[config.mk]
export PLATFORM = sky130hd
export DESIGN_NAME = bus_size_decoder
export DESIGN_NICKNAME = d
export VERILOG_FILES = /design/src/rtl/bsd_pkg.sv /design/src/rtl/bsd_addr_latch.sv /design/src/rtl/bsd_region_decode.sv /design/src/rtl/bsd_wait_gen.sv /design/src/rtl/bus_size_decoder.sv
export SDC_FILE = /design/constraint.sdc
export NUM_CORES = 1
export LEC_CHECK = 0
export ABC_AREA = 1
export CAP_MARGIN = 15
export CORE_MARGIN = 5
export CORE_UTILIZATION = 34
export CTS_CLUSTER_SIZE = 25
export DETAILED_ROUTE_END_ITERATION = 16
export HOLD_SLACK_MARGIN = 0.08
export PLACE_DENSITY = 0.78
export SYNTH_ARGS = -nofsm -noshare
export SYNTH_HDL_FRONTEND = slang
export SYNTH_SLANG_ARGS = --single-unit
[constraint.sdc]
create_clock -name clk -period 0.8 [get_ports clk]
set_input_delay 0.16 -clock clk [delete_from_list [all_inputs] [get_ports clk]]
set_output_delay 0.16 -clock clk [all_outputs]
set_load 0.005 [all_outputs]
[src/rtl/bsd_pkg.sv]
package bsd_pkg;
  typedef struct packed {
    logic rd;
    logic wr;
  } strobe_t;

  function automatic logic any_strobe(strobe_t s);
    return s.rd | s.wr;
  endfunction
endpackage

[src/rtl/bsd_addr_latch.sv]
module bsd_addr_latch #(
  parameter int ADDR_W = 16
) (
  input  logic              clk,
  input  logic              rst,
  input  logic              ale,
  input  logic [ADDR_W-1:0] ad,
  output logic [ADDR_W-1:0] addr_q
);
  always_ff @(posedge clk) begin
    if (rst)      addr_q <= '0;
    else if (ale) addr_q <= ad;
  end

  a_r1_follow: assert property (@(posedge clk) disable iff (rst)
    ale |=> addr_q == $past(ad));
  a_r2_hold: assert property (@(posedge clk) disable iff (rst)
    !ale |=> $stable(addr_q));
endmodule

[src/rtl/bsd_region_decode.sv]
module bsd_region_decode
  import bsd_pkg::*;
(
  input  logic    clk,
  input  logic    rst,
  input  logic    rd_n,
  input  logic    wr_n,
  input  logic    region_hi,
  output logic    prog_cs,
  output logic    prog_oe,
  output logic    io_rd_en,
  output logic    io_wr_en,
  output logic    byte_mode
);
  strobe_t act_q;

  always_ff @(posedge clk) begin
    if (rst) act_q <= '{rd: 1'b0, wr: 1'b0};
    else     act_q <= '{rd: ~rd_n, wr: ~wr_n};
  end

  always_comb begin
    prog_cs   = ~region_hi;
    byte_mode = region_hi;
    prog_oe   = ~region_hi & act_q.rd;
    io_rd_en  = region_hi & act_q.rd;
    io_wr_en  = region_hi & act_q.wr;
  end

  // no enable but the program output enable in the low region
  a_r5_isolated: assert property (@(posedge clk) disable iff (rst)
    !region_hi |-> !io_rd_en && !io_wr_en);
  a_r4_prog_read_only: assert property (@(posedge clk) disable iff (rst)
    prog_oe |-> $past(!rd_n));
  a_r8_excl: assert property (@(posedge clk) disable iff (rst)
    $onehot0({prog_oe, io_rd_en, io_wr_en}));
endmodule

[src/rtl/bsd_wait_gen.sv]
module bsd_wait_gen #(
  parameter int WAIT_CYCLES = 1
) (
  input  logic clk,
  input  logic rst,
  input  logic strobe_act,
  input  logic region_hi,
  output logic ready
);
  localparam int CNT_W = $clog2(WAIT_CYCLES + 1);

  logic [CNT_W-1:0] cnt_q;
  logic             strb_prev_q;

  always_ff @(posedge clk) begin
    if (rst) begin
      cnt_q       <= '0;
      strb_prev_q <= 1'b0;
    end else begin
      strb_prev_q <= strobe_act;
      if (strobe_act && !strb_prev_q && region_hi)
        cnt_q <= CNT_W'(WAIT_CYCLES);
      else if (cnt_q != '0)
        cnt_q <= cnt_q - 1'b1;
    end
  end

  assign ready = (cnt_q == '0);

  a_r7_wait_only_io: assert property (@(posedge clk) disable iff (rst)
    !ready |-> region_hi);
  a_r7_wait_ends: assert property (@(posedge clk) disable iff (rst)
    (cnt_q == CNT_W'(1)) |=> ready);
endmodule

[src/rtl/bus_size_decoder.sv]
module bus_size_decoder #(
  parameter int ADDR_W      = 16,
  parameter int WAIT_CYCLES = 1
) (
  input  logic              clk,
  input  logic              rst,
  input  logic              ale,
  input  logic              rd_n,
  input  logic              wr_n,
  input  logic [ADDR_W-1:0] ad,
  output logic [ADDR_W-1:0] addr_q,
  output logic              prog_cs,
  output logic              prog_oe,
  output logic              io_rd_en,
  output logic              io_wr_en,
  output logic              byte_mode,
  output logic              ready
);
  localparam int REGION_BIT = ADDR_W - 1;

  logic region_hi;

  bsd_addr_latch #(.ADDR_W(ADDR_W)) u_latch (
    .clk(clk), .rst(rst), .ale(ale), .ad(ad), .addr_q(addr_q)
  );

  assign region_hi = addr_q[REGION_BIT];

  bsd_region_decode u_dec (
    .clk(clk), .rst(rst), .rd_n(rd_n), .wr_n(wr_n), .region_hi(region_hi),
    .prog_cs(prog_cs), .prog_oe(prog_oe), .io_rd_en(io_rd_en),
    .io_wr_en(io_wr_en), .byte_mode(byte_mode)
  );

  bsd_wait_gen #(.WAIT_CYCLES(WAIT_CYCLES)) u_wait (
    .clk(clk), .rst(rst), .strobe_act(~rd_n | ~wr_n),
    .region_hi(region_hi), .ready(ready)
  );

  a_r6_width: assert property (@(posedge clk) disable iff (rst)
    byte_mode == addr_q[REGION_BIT]);
  a_r9_reset: assert property (@(posedge clk)
    rst |=> addr_q == '0 && ready && !io_rd_en && !io_wr_en && !prog_oe);
endmodule

==> impl_metrics.yaml <==
synth:
  ys_seq_elements: 20
  synthesis.area_um2: 821
  synth.most_common_cell: "nand2_1"
  synth.avg_cell_area_um2: 6.73
  yosysTopAreaCell: "dfxtp_1"
  yosys.area.top_type_share_pct: 48.8
  yosysWarnings: 0
  synth_edf_count: 0
  ys_types: 8
  syn_nets: 143
  ys.flop_type: "dfxtp_1"
  synth_area_leaders: "dfxtp_1 (49%), nand2_1 (17%), nor2_1 (15%)"
  synth_seq_area_share_pct: 48.8
  synthCells: 122
  synth_commonest_cells: "nand2_1 (37), nor2_1 (33), inv_1 (23)"
  async_flop_share_pct: 0
clock_network:
  cts_tree: "yes"
  cts_max_path_buffers: 2
  cts-root-buf: "clkbuf_4"
  clock_latency_ns: 0.30
  cts_hold_buffers: 0
  cts-htree-levels: 1
  cts_inserted_buffers: 3
  path_clk_slew_ns: 0.11
  cts_sinks: 20
floorplanning:
  die_w_um: 59.1
  coreArea_mm2: 0.00225
  die_h_um: 59.1
  rows: 17
  dieArea_mm2: 0.00350
  start_util_pct: 36.4
  ios: 43
min_path:
  hold_depth: 3
  worstHoldStart: "rst"
  hold_path_class: "in -> reg"
drt:
  vias_per_cell: 4.18
  first_pass_iters: 4
  drt-initial-drc-count: 16
  final_antenna_net_count: 0
  wl_per_cell_um: 11.8
  via_count: 832
  routed_wl_mm: 2.35
  drc_errors: 0
placed_design:
  io_buffers: 42
  globalplace.congestion: 0.721
  dp.final_hpwl_mm: 1.54
setup_path:
  cp-end-kind: "output port"
  reg2reg_depth: 4
  critPathKind: "reg -> out"
  cp-start-kind: "flip-flop"
  worstSetupStartpoint: "u_latch.addr_q[15]"
  worstReg2RegStart: "u_latch.addr_q[15]"
  worstPathArrival_ns: 0.98
  crit_path_max_fanout: 5
  critPathRequiredTime_ns: 0.64
global_route:
  grt_usage_pct: 13.6
  antenna_found_initial: 0
  top_usage_layer: "met2"
  grt_max_degree: 18
  grt_util_met2_pct: 25.7
  overflow: 0
  grt_pass1_wl_mm: 3.55
  groute.layer.met3.usage_pct: 3.92
  use_met1_pct: 13.3
  grt_pass1_vias: 833
layout:
  diodes: 0
  drive_above_1_share_pct: 34.5
  fin_nets: 193
  syn_to_final_growth_pct: 68.1
  final_util_pct: 61.2
power_and_ir_drop:
  p_total_mw: 2.41
  powerDensity_mw_per_mm2: 1740
  vdd_ir_drop_max_v: 0.00152
  leakage_nw: 0.757
sta:
  fin_worst_skew_ns: 0.000635
  slew_viol_final: 0
  hold_slack_ns: 0.311
  max_slew_margin_pct: 82.9
  hold_viol_final: 0
  tightest_slew_ns: 0.257
  setup-violations-final: 24
  tns_ns: -3.70
  fmax_ghz: 0.876
  rsz0062_at_grt: "yes"
  fin_ws_ns: -0.341
  fin_crit_ns: 1.14
  final.period_utilization_pct: 143
outcome:
  status: "finished, violations left"
  violations: "negative setup slack"
run:
  cap_viol_max_count: 0
[cells in the final DEF, fill, tap and decap left out]
cell	instances
inv_1	22
nor2_4	1
nand2_1	36
dlygate4sd2_1	1
nor2_1	31
dfxtp_2	16
nand2_2	1
nor2_2	4
bufinv_16	1
buf_6	12
dlymetal6s2s_1	1
buf_12	1
dfxtp_1	3
dfxtp_4	1
buf_4	4
clkbuf_4	3
clkinv_2	1
clkinv_4	1
inv_2	1
clkdlybuf4s50_1	18
bufbuf_16	1
buf_2	11
[registers in the layout, summed over array words and instances, names as in the netlist]
name / flops
u_wait.cnt_q: 1
u_latch.addr_q: 16
u_wait.strb_prev_q: 1
u_dec.act_q: 2
[what timing repair did]
| item | CTS | global route |
|---|---|---|
| gates cloned | 1 | 1 |
| endpoints found under the setup margin | 27 | 33 |
| hold endpoints to repair | 0 | 0 |
| resized for setup | 118 | 9 |
| setup buffers | 3 | 1 |
| pin swaps | 1 | 0 |
[stage by stage]
| step | instance area [µm²] | setup slack, ns | instances |
|---|---|---|---|
| final | 1380 | -0.341 | 199 |
| after global routing | 1380 | -0.381 | 199 |
| after CTS | 1350 | -0.348 | 198 |
| after detailed placement | 1260 | -0.439 | 190 |
| after global placement | 1260 | -0.349 | 190 |
| after floorplan | 821 | 0.0620 | 122 |
[power breakdown]
| group | internal (mW) | switching, mW | total, mW | leakage [nW] |
|---|---|---|---|---|
| registers | 1.07 | 0.0400 | 1.11 | 0.172 |
| logic | 0.276 | 0.184 | 0.460 | 0.558 |
| clock network | 0.506 | 0.330 | 0.836 | 0.0279 |
| total | 1.85 | 0.554 | 2.41 | 0.757 |
[cell families after synthesis]
kind of cell  count (synthesis)  share of synthesized area (%)
flops                        20                           48.8
simple gates                 73                           34.3
buf+inv                      29                           16.9
[final cells by class]
| type | count | area, µm² |
|---|---|---|
| fill | 214 | 875 |
| timing repair buffer | 49 | 474 |
| sequential | 20 | 424 |
| multi-input combinational | 73 | 294 |
| inverter | 24 | 95.1 |
| tap | 28 | 35.0 |
| clock inverter | 1 | 30.0 |
| clock buffer | 3 | 22.5 |
| timing repair inverter | 1 | 5.00 |
[final timing paths]
path	endpoint	slack, ns
worst min register to register	u_latch.addr_q[5]	0.48
worst min-delay path	u_dec.act_q[0]	0.31
worst max-delay path	prog_cs	-0.34
worst max register to register	u_latch.addr_q[15]	-0.03
[worst max-delay path: stages, from the launching register on]
cell and delay, ns:
dfxtp_4 0.38, buf_4 0.14, inv_1 0.05, buf_2 0.11
[layer usage]
layer | wire length (µm) | up-vias
met3 | 166 | 4
met1 | 905 | 364
met5 | 0 | -
li1 | - | 438
met4 | 45 | 0
met2 | 1230 | 26
No activity file was read; power rests on OpenSTA's default activity.
